## src/rtl/trw_pkg.sv

```systemverilog
package trw_pkg;
  localparam int unsigned ADDR_W = 6;
  localparam int unsigned DATA_W = 8;
  localparam int unsigned CW_W   = 32;

  // control word field positions
  localparam int unsigned CW_DATA_LO = 0;
  localparam int unsigned CW_ADDR_LO = 8;
  localparam int unsigned CW_SEL_A   = 14;
  localparam int unsigned CW_SEL_B   = 15;
  localparam int unsigned CW_EXT_CLK = 16;
  localparam int unsigned CW_ARM     = 17;

  typedef struct packed {
    logic [ADDR_W-1:0] addr;
    logic [DATA_W-1:0] data;
    logic              sel_a;
    logic              sel_b;
  } syn_wr_t;
endpackage

```

## src/rtl/trig_edge_det.sv

```systemverilog
module trig_edge_det #(
  parameter int unsigned SYNC_STAGES = 2
) (
  input  logic clk_i,
  input  logic rst_ni,
  input  logic trig_i,
  output logic rise_o,
  output logic fall_o
);
  logic [SYNC_STAGES:0] sh_q;

  always_ff @(posedge clk_i or negedge rst_ni) begin
    if (!rst_ni) sh_q <= '0;
    else         sh_q <= {sh_q[SYNC_STAGES-1:0], trig_i};
  end

  assign rise_o =  sh_q[SYNC_STAGES-1] & ~sh_q[SYNC_STAGES];
  assign fall_o = ~sh_q[SYNC_STAGES-1] &  sh_q[SYNC_STAGES];

  AST_EDGE_EXCL: assert property (@(posedge clk_i) disable iff (!rst_ni)
    $onehot0({rise_o, fall_o}));
  AST_NO_DOUBLE_RISE: assert property (@(posedge clk_i) disable iff (!rst_ni)
    rise_o |=> !rise_o);
  AST_NO_DOUBLE_FALL: assert property (@(posedge clk_i) disable iff (!rst_ni)
    fall_o |=> !fall_o);
endmodule

```

## src/rtl/ctl_decode.sv

```systemverilog
module ctl_decode
  import trw_pkg::*;
(
  input  logic            clk_i,
  input  logic            rst_ni,
  input  logic            ctl_we_i,
  input  logic [CW_W-1:0] ctl_word_i,
  output logic            host_vld_o,
  output syn_wr_t         host_wr_o,
  output logic            armed_o,
  output logic            ext_clk_o
);
  logic unused_hi;
  assign unused_hi = ^ctl_word_i[CW_W-1:CW_ARM+1];

  assign host_wr_o.addr  = ctl_word_i[CW_ADDR_LO +: ADDR_W];
  assign host_wr_o.data  = ctl_word_i[CW_DATA_LO +: DATA_W];
  assign host_wr_o.sel_a = ctl_word_i[CW_SEL_A];
  assign host_wr_o.sel_b = ctl_word_i[CW_SEL_B];
  assign host_vld_o      = ctl_we_i & (ctl_word_i[CW_SEL_A] | ctl_word_i[CW_SEL_B]);

  always_ff @(posedge clk_i or negedge rst_ni) begin
    if (!rst_ni) begin
      armed_o   <= 1'b0;
      ext_clk_o <= 1'b0;
    end else if (ctl_we_i) begin
      armed_o   <= ctl_word_i[CW_ARM];
      ext_clk_o <= ctl_word_i[CW_EXT_CLK];
    end
  end

  AST_ARM_LOAD: assert property (@(posedge clk_i) disable iff (!rst_ni)
    ctl_we_i |=> armed_o == $past(ctl_word_i[CW_ARM]));
endmodule

```

## src/rtl/wr_arbiter.sv

```systemverilog
module wr_arbiter
  import trw_pkg::*;
(
  input  logic    clk_i,
  input  logic    rst_ni,
  input  logic    trig_evt_i,
  input  syn_wr_t trig_wr_i,
  input  logic    host_vld_i,
  input  syn_wr_t host_wr_i,
  output logic    syn_we_o,
  output syn_wr_t syn_wr_o,
  output logic    upd_o
);
  logic    pend_vld_q;
  syn_wr_t pend_q;

  always_ff @(posedge clk_i or negedge rst_ni) begin
    if (!rst_ni) begin
      syn_we_o   <= 1'b0;
      upd_o      <= 1'b0;
      syn_wr_o   <= '0;
      pend_vld_q <= 1'b0;
      pend_q     <= '0;
    end else begin
      syn_we_o <= 1'b0;
      upd_o    <= 1'b0;
      if (trig_evt_i) begin
        // trigger wins; a colliding host write is parked
        syn_we_o <= 1'b1;
        upd_o    <= 1'b1;
        syn_wr_o <= trig_wr_i;
        if (host_vld_i) begin
          pend_vld_q <= 1'b1;
          pend_q     <= host_wr_i;
        end
      end else if (pend_vld_q) begin
        syn_we_o   <= 1'b1;
        syn_wr_o   <= pend_q;
        pend_vld_q <= host_vld_i;
        pend_q     <= host_wr_i;
      end else if (host_vld_i) begin
        syn_we_o <= 1'b1;
        syn_wr_o <= host_wr_i;
      end
    end
  end

  AST_PARK_ON_COLLIDE: assert property (@(posedge clk_i) disable iff (!rst_ni)
    (trig_evt_i && host_vld_i) |=> pend_vld_q && upd_o);
  AST_PARKED_ISSUE: assert property (@(posedge clk_i) disable iff (!rst_ni)
    (pend_vld_q && !trig_evt_i) |=> syn_we_o && !upd_o);
  AST_HOST_NO_UPD: assert property (@(posedge clk_i) disable iff (!rst_ni)
    (host_vld_i && !trig_evt_i && !pend_vld_q) |=> syn_we_o && !upd_o);
  AST_SEL_NONZERO: assert property (@(posedge clk_i) disable iff (!rst_ni)
    syn_we_o |-> (syn_wr_o.sel_a || syn_wr_o.sel_b));
endmodule

```

## src/rtl/trig_reg_writer.sv

```systemverilog
module trig_reg_writer
  import trw_pkg::*;
#(
  parameter int unsigned          SYNC_STAGES = 2,
  parameter logic [ADDR_W-1:0]    TRIG_ADDR   = 6'h02,
  parameter logic [DATA_W-1:0]    RISE_DATA   = 8'hC0,
  parameter logic [DATA_W-1:0]    FALL_DATA   = 8'h00
) (
  input  logic              clk_i,
  input  logic              rst_ni,
  input  logic              ctl_we_i,
  input  logic [CW_W-1:0]   ctl_word_i,
  input  logic              trig_i,
  output logic              syn_we_o,
  output logic [ADDR_W-1:0] syn_addr_o,
  output logic [DATA_W-1:0] syn_data_o,
  output logic              syn_sel_a_o,
  output logic              syn_sel_b_o,
  output logic              upd_o,
  output logic              ext_clk_o
);
  logic    rise, fall, armed, host_vld, trig_evt;
  syn_wr_t host_wr, trig_wr, out_wr;

  trig_edge_det #(.SYNC_STAGES(SYNC_STAGES)) u_edge (
    .clk_i (clk_i),
    .rst_ni(rst_ni),
    .trig_i(trig_i),
    .rise_o(rise),
    .fall_o(fall)
  );

  ctl_decode u_dec (
    .clk_i     (clk_i),
    .rst_ni    (rst_ni),
    .ctl_we_i  (ctl_we_i),
    .ctl_word_i(ctl_word_i),
    .host_vld_o(host_vld),
    .host_wr_o (host_wr),
    .armed_o   (armed),
    .ext_clk_o (ext_clk_o)
  );

  assign trig_evt      = armed & (rise | fall);
  assign trig_wr.addr  = TRIG_ADDR;
  assign trig_wr.data  = rise ? RISE_DATA : FALL_DATA;
  assign trig_wr.sel_a = 1'b1;
  assign trig_wr.sel_b = 1'b1;

  wr_arbiter u_arb (
    .clk_i     (clk_i),
    .rst_ni    (rst_ni),
    .trig_evt_i(trig_evt),
    .trig_wr_i (trig_wr),
    .host_vld_i(host_vld),
    .host_wr_i (host_wr),
    .syn_we_o  (syn_we_o),
    .syn_wr_o  (out_wr),
    .upd_o     (upd_o)
  );

  assign syn_addr_o  = out_wr.addr;
  assign syn_data_o  = out_wr.data;
  assign syn_sel_a_o = out_wr.sel_a;
  assign syn_sel_b_o = out_wr.sel_b;

  AST_RISE_WRITE: assert property (@(posedge clk_i) disable iff (!rst_ni)
    (armed && rise) |=> syn_we_o && upd_o && syn_data_o == RISE_DATA
                        && syn_addr_o == TRIG_ADDR);
  AST_FALL_WRITE: assert property (@(posedge clk_i) disable iff (!rst_ni)
    (armed && fall) |=> syn_we_o && upd_o && syn_data_o == FALL_DATA
                        && syn_addr_o == TRIG_ADDR);
  AST_DISARMED_QUIET: assert property (@(posedge clk_i) disable iff (!rst_ni)
    (!armed && (rise || fall)) |=> !upd_o);
  AST_UPD_WITH_WE: assert property (@(posedge clk_i) disable iff (!rst_ni)
    upd_o |-> syn_we_o && syn_sel_a_o && syn_sel_b_o);
endmodule

```

## config.mk

```make
export PLATFORM = sky130hd
export DESIGN_NAME = trig_reg_writer
export DESIGN_NICKNAME = d
export VERILOG_FILES = /design/src/rtl/trw_pkg.sv /design/src/rtl/trig_edge_det.sv /design/src/rtl/ctl_decode.sv /design/src/rtl/wr_arbiter.sv /design/src/rtl/trig_reg_writer.sv
export SDC_FILE = /design/constraint.sdc
export NUM_CORES = 1
export LEC_CHECK = 0
export ABC_AREA = 1
export BUFFER_PORTS_ARGS = -buffer_cell sky130_fd_sc_hd__buf_4
export CAP_MARGIN = 20
export CORE_ASPECT_RATIO = 2
export CORE_MARGIN = 8
export CORE_UTILIZATION = 50
export CTS_CLUSTER_DIAMETER = 50
export DETAILED_ROUTE_END_ITERATION = 8
export GPL_ROUTABILITY_DRIVEN = 1
export GPL_TIMING_DRIVEN = 0
export MAX_ROUTING_LAYER = met4
export PLACE_DENSITY_LB_ADDON = 0.2
export SLEW_MARGIN = 30
export SYNTH_ARGS = -nofsm -noshare
export SYNTH_HDL_FRONTEND = slang
export SYNTH_SLANG_ARGS = --single-unit
```

## constraint.sdc

```tcl
create_clock -name clk_i -period 2.2 [get_ports clk_i]
set_input_delay 0.44 -clock clk_i [delete_from_list [all_inputs] [get_ports clk_i]]
set_output_delay 0.44 -clock clk_i [all_outputs]
set_load 0.05 [all_outputs]
```

# Word-level counts from Yosys, hierarchy flattened
# Index checks and enable logic that the tools add are counted.
[word_totals]
reg_bits = 40
wordCells = 39
[classes]
eq_ne = 1
n_mux = 13
bitwise_logic = 8
n_reduce_logical = 3
[op_table]
columns = ["op", "n"]
rows = [
  ["two-way mux 16 bit", 5],
  ["two-way mux 8 bit", 1],
  ["two-way mux 1 bit", 7],
  ["bitwise AND 1 bit", 4],
  ["nonzero test 3 bit", 1],
  ["!= test 2 x 1 -> 1 bit (second input constant)", 1],
  ["inverter 1 bit", 2],
  ["bitwise OR 1 bit", 2],
  ["AND reduction 2 bit", 1],
  ["nonzero test 2 bit", 1],
]

# Longest topological paths before layout
[logic_depth]
word_depth = 6
mapped_depth = 10
depth_no_buf = 9

# Hierarchy
# A second synthesis with hierarchy kept.
[hier_totals]
hier_cells = 255
hier_area_um2 = 2033.2
[by_module_without_submodules]
columns = ["module", "n_inst", "cells_per_inst", "area_per_inst_um2", "seq_area_each_um2"]
rows = [
  ["wr_arbiter", 1, 216, 1720.4, 875.8],
  ["ctl_decode", 1, 27, 203.9, 50.0],
  ["trig_edge_det", 1, 7, 90.1, 75.1],
  ["trig_reg_writer", 1, 5, 18.8, 0.0],
]

# Worst setup path before layout
# OpenSTA, ideal clock, no wires.
[synth_timing]
kind = "reg-to-reg"
start = "reg u_edge.sh_q[1]"
end = "reg u_arb.pend_q[0] (netlist bit)"
t_arrival_ps = 1306
required_ps = 2083
path_slack_ps = 777
path_stages_with_launch = 7
synth_period_minus_slack_ps = 1423
cell_sequence = "dfrtp_1 ha_1 nor2_4 nand3_4 buf_6 nand3_2 nand2_1"
[synth_via]
elab_chain_cells = 6
word_cells_on_any_way = 9
classes_between = "eq/ne (1); mux (1); bitwise (5); reduce/logical (2)"
[synth_rtl]
columns = ["element", "line_no", "rtl"]
rows = [
  ["start: declaration", "trig_edge_det.sv:10", "logic [SYNC_STAGES:0] sh_q;"],
  ["start signal: assignment", "trig_edge_det.sv:14", "else sh_q <= {sh_q[SYNC_STAGES-1:0], trig_i};"],
  ["inverter 1 bit", "trig_edge_det.sv:18", "assign fall_o = ~sh_q[SYNC_STAGES-1] & sh_q[SYNC_STAGES];"],
  ["bitwise AND 1 bit", "trig_edge_det.sv:18", ""],
  ["bitwise OR 1 bit *", "trig_reg_writer.sv:44", "assign trig_evt = armed & (rise | fall);"],
  ["bitwise AND 1 bit *", "trig_reg_writer.sv:44", ""],
  ["!= test 2 x 1 -> 1 bit (no source line) or nonzero test 2 bit (tied branches)", "--", ""],
  ["AND reduction 2 bit (no source line)", "--", ""],
  ["end signal: assignment", "wr_arbiter.sv:34", "pend_q <= host_wr_i;"],
  ["end signal: assignment", "wr_arbiter.sv:40", "pend_q <= host_wr_i;"],
  ["end: declaration", "wr_arbiter.sv:15", "syn_wr_t pend_q;"],
]
# Mark *: on every way between the ends. The rest lies on a longest branch, timed or not.
# A chain may end at the register's enable or synchronous reset.

# Final worst setup path
[layout_timing]
start = "reg u_edge.sh_q[1]"
end = "reg u_arb.syn_wr_o[6] (netlist bit)"
[layout_via]
elab_chain_cells = 5
word_cells_on_any_way = 7
classes_between = "mux (1); bitwise (5); reduce/logical (1)"
[layout_rtl]
columns = ["element", "line_no", "rtl"]
rows = [
  ["inverter 1 bit", "trig_edge_det.sv:18", ""],
  ["bitwise AND 1 bit", "trig_edge_det.sv:18", ""],
  ["bitwise OR 1 bit *", "trig_reg_writer.sv:44", ""],
  ["bitwise AND 1 bit *", "trig_reg_writer.sv:44", ""],
  ["nonzero test 3 bit (no source line) or two-way mux 16 bit (tied branches)", "--", ""],
  ["end signal: assignment", "wr_arbiter.sv:31", "syn_wr_o <= trig_wr_i;"],
  ["end signal: assignment", "wr_arbiter.sv:38", "syn_wr_o <= pend_q;"],
  ["end signal: assignment", "wr_arbiter.sv:43", "syn_wr_o <= host_wr_i;"],
  ["end: declaration", "wr_arbiter.sv:11", "output syn_wr_t syn_wr_o,"],
]
# Marks and branches as above.

==> metrics.md <==
| Metric | Value |
|---|---|
| Post-route DRC | `0` |
| Wire length on met1 | `1736 µm` |
| Num ports | `55` |
| Wire per inst | `14.74 µm` |
| Initial Util | `0.5141` |
| Fin. Hold Viols | `0` |
| Crit path DAT | `1820 ps` |
| Postcts setup bufs | `0` |
| Avg Inst Size Synth | `8.730 µm²` |
| RSZ-0062 raised after global routing | `false` |
| CORE AREA | `3804 µm²` |
| Worst VDD drop | `494.6 µV` |
| Critical path class | `reg -> reg` |
| HPWL after detailed placement | `3608 µm` |
| Final antenna-violating net count | `0` |
| Mapped cell area | `1956 µm²` |
| Met2 wire len | `2711 µm` |
| Slew Limit Headroom | `0.6610` |
| Largest net degree at the start of global routing | `41` |
| Met3 wire length | `199 µm` |
| Final worst path period share | `0.7475` |
| Max-cap viol count | `0` |
| Router iterations before antenna repair | `4` |
| CTS Buffer Depth | `2` |
| Initial antenna violation count | `0` |
| GP Congestion | `0.8524` |
| Inserted Diodes | `0` |
| Register bit count reported by yosys | `40` |
| First-pass GRT wire length | `7969 µm` |
| Worst setup EP type | `flop` |
| Sum Neg Setup Slack | `0 ps` |
| CTS hold repair buffers | `0` |
| Total grt overflow | `0` |
| Top layer used by detailed routing | `met4` |
| Root Buffer | `clkbuf_8` |
| Post_cts resized | `0` |
| Sequential area share after synthesis | `0.5118` |
| CP Data Required Time | `2380 ps` |
| Synth Net Count | `261` |
| Clock Pin Slew Worst Setup and Hold Paths | `80 ps` |
| Gate count of the mapped netlist | `224` |
| Class of the worst hold path | `in -> async` |
| CTS tree | `built` |
| Worst Tran Pin Value | `508.5 ps` |
| TritonCTS sink count | `40` |
| Post-synthesis cell type count | `18` |
| Horiz. Die Dim | `60.22 µm` |
| Leakage | `0.001299 µW` |
| Cell Rows | `32` |
| Via count | `1658` |
| WL final | `4760 µm` |
| H-tree depth | `2` |
| Layout fillers | `377` |
| Final setup fails | `0` |
| Power per cell area | `1022 nW/µm²` |
| Max-slew violation count | `0` |
| Nets | `308` |
| Ys Warns | `0` |
| Tot Pwr | `2468 µW` |
| Final worst path period need | `1645 ps` |
| CTS buffer count | `5` |
| GRT Total Usage | `0.1669` |
| Worst skew pair latency | `290 ps` |
| Placed cell count | `315` |
| Clock skew | `6.199 ps` |
| Die Span Y | `104.4 µm` |
| Layout cell share with drive strength beyond 1 | `0.2978` |
| Buffers on Ports | `40` |
| Via/cell ratio | `5.133` |
| Fmax | `608.1 MHz` |
| Crit start category | `flop` |
| Status | `finished, final reports clean` |
| Die area | `6290 µm²` |
| Crit-path max FO | `10` |
| Area growth syn-to-layout | `23.42%` |
| 1st-iter DRT viols | `54` |
| Non-Filler Instances | `323` |
| Vias in the first global route | `1734` |
-- flip-flops by register name, indices dropped and copies added (netlist names) --
| signal | cells |
|---|---|
| u_edge.sh_q | 3 |
| u_arb.pend_vld_q | 1 |
| u_arb.syn_we_o | 1 |
| u_arb.pend_q | 16 |
| u_arb.syn_wr_o | 16 |
| u_arb.upd_o | 1 |
| u_dec.armed_o | 1 |
| u_dec.ext_clk_o | 1 |
-- worst max-delay path: stages (launching register included) --
cell and delay (ps):
dfrtp_1 400, ha_1 350, inv_2 60, nand2_4 110
nand2_4 100, inv_4 120, nand2_4 90, buf_6 150
nand2_1 90, nand2_1 60
-- final timing paths --
kind / depth (start not counted) / slack (ps) / endpoint / from
worst max-delay path: 9 / 560 / u_arb.syn_wr_o[6] / u_edge.sh_q[1]
worst max register to register: 9 / 560 / u_arb.syn_wr_o[6] / u_edge.sh_q[1]
max in group asynchronous: 1 / 1730 / u_arb.syn_wr_o[14] / rst_ni
worst min register to register: 0 / 360 / u_edge.sh_q[1] / u_edge.sh_q[0]
worst min-delay path: 1 / 110 / u_arb.pend_q[4] / rst_ni
min in group clk_i: 1 / 250 / u_edge.sh_q[0] / trig_i
-- cells in the mapped netlist --
cell | number | area, µm²
nand2_2 | 1 | 6.260
nand3_4 | 1 | 17.52
nor2_4 | 1 | 11.26
nand2_4 | 5 | 56.30
mux2_2 | 1 | 11.26
nand2_1 | 86 | 322.8
dfrtp_1 | 40 | 1001
nand3_2 | 10 | 100.1
inv_2 | 2 | 7.510
inv_1 | 7 | 26.28
buf_2 | 3 | 15.01
o21ai_0 | 2 | 10.01
a21oi_1 | 11 | 55.05
buf_4 | 4 | 30.03
buf_6 | 4 | 45.04
nand3_1 | 43 | 215.2
ha_1 | 1 | 12.51
inv_4 | 2 | 12.51
-- cells by family (layout without fill, tap and decap cells) --
| kind of cell | Yosys count | count (layout) | synth area share |
|---|---|---|---|
| adders and majority gates | 1 | 1 | 0.006397 |
| DFF | 40 | 40 | 0.5118 |
| and+or+nand+nor | 147 | 147 | 0.3730 |
| AOI/OAI and AO/OA | 13 | 13 | 0.03327 |
| buffers and inverters | 22 | 70 | 0.06974 |
| muxes | 1 | 1 | 0.005758 |
-- placed cells by master (no fill, tap or decap) --
| cell type | synthesis | layout |
|---|---|---|
| inv_4 | 2 | 2 |
| ha_1 | 1 | 1 |
| nand2_2 | 1 | 1 |
| buf_6 | 4 | 4 |
| nand3_4 | 1 | 1 |
| dfrtp_1 | 40 | 40 |
| inv_2 | 2 | 2 |
| buf_2 | 3 | 3 |
| clkbuf_1 | 0 | 1 |
| nor2_4 | 1 | 1 |
| inv_1 | 7 | 7 |
| clkbuf_8 | 0 | 6 |
| o21ai_0 | 2 | 2 |
| nand3_2 | 10 | 10 |
| a21oi_1 | 11 | 11 |
| nand2_4 | 5 | 5 |
| nand3_1 | 43 | 43 |
| mux2_2 | 1 | 1 |
| clkinvlp_4 | 0 | 1 |
| nand2_1 | 86 | 86 |
| buf_4 | 4 | 44 |
-- per-layer routing --
layer / GRT usage / vias up
met5: - / -
met1: 0.1741 / 793
met3: 0.02478 / 9
met2: 0.2946 / 38
met4: 0.06196 / 0
li1: - / 818
-- metrics by stage --
stage | setup slack (ps) | instance area, µm² | util | hold WS (ps)
global placement | 586.9 | 2320 | 0.6099 | 337.5
detailed placement | 568.7 | 2320 | 0.6099 | 344.3
finish | 555.4 | 2414 | 0.6345 | 111.4
global route | 452.4 | 2414 | 0.6345 | 152.2
floorplan | 776.7 | 1956 | - | 144.4
CTS | 548.2 | 2414 | 0.6345 | 133.0
-- layout make-up --
cell class / count / area (µm²) / area share
clock buffer: 7 / 86.33 / 0.03577
timing repair buffer: 40 / 300.3 / 0.1244
inverter: 11 / 46.29 / 0.01918
multi-input combinational: 162 / 818.3 / 0.3390
tap: 51 / 63.81 / 0.02644
clock inverter: 1 / 7.507 / 0.003110
buffer: 11 / 90.09 / 0.03733
sequential: 40 / 1001 / 0.4147
-- where the power goes --
group / leakage, µW / switching [µW] / total [µW] / internal [µW]
combinational: 0.000772 / 616 / 929 / 313
sequential: 0.000482 / 113 / 1040 / 925
clock: 0.0000445 / 246 / 501 / 255
total: 0.00130 / 975 / 2470 / 1490
(Power assumes the default switching activity.)
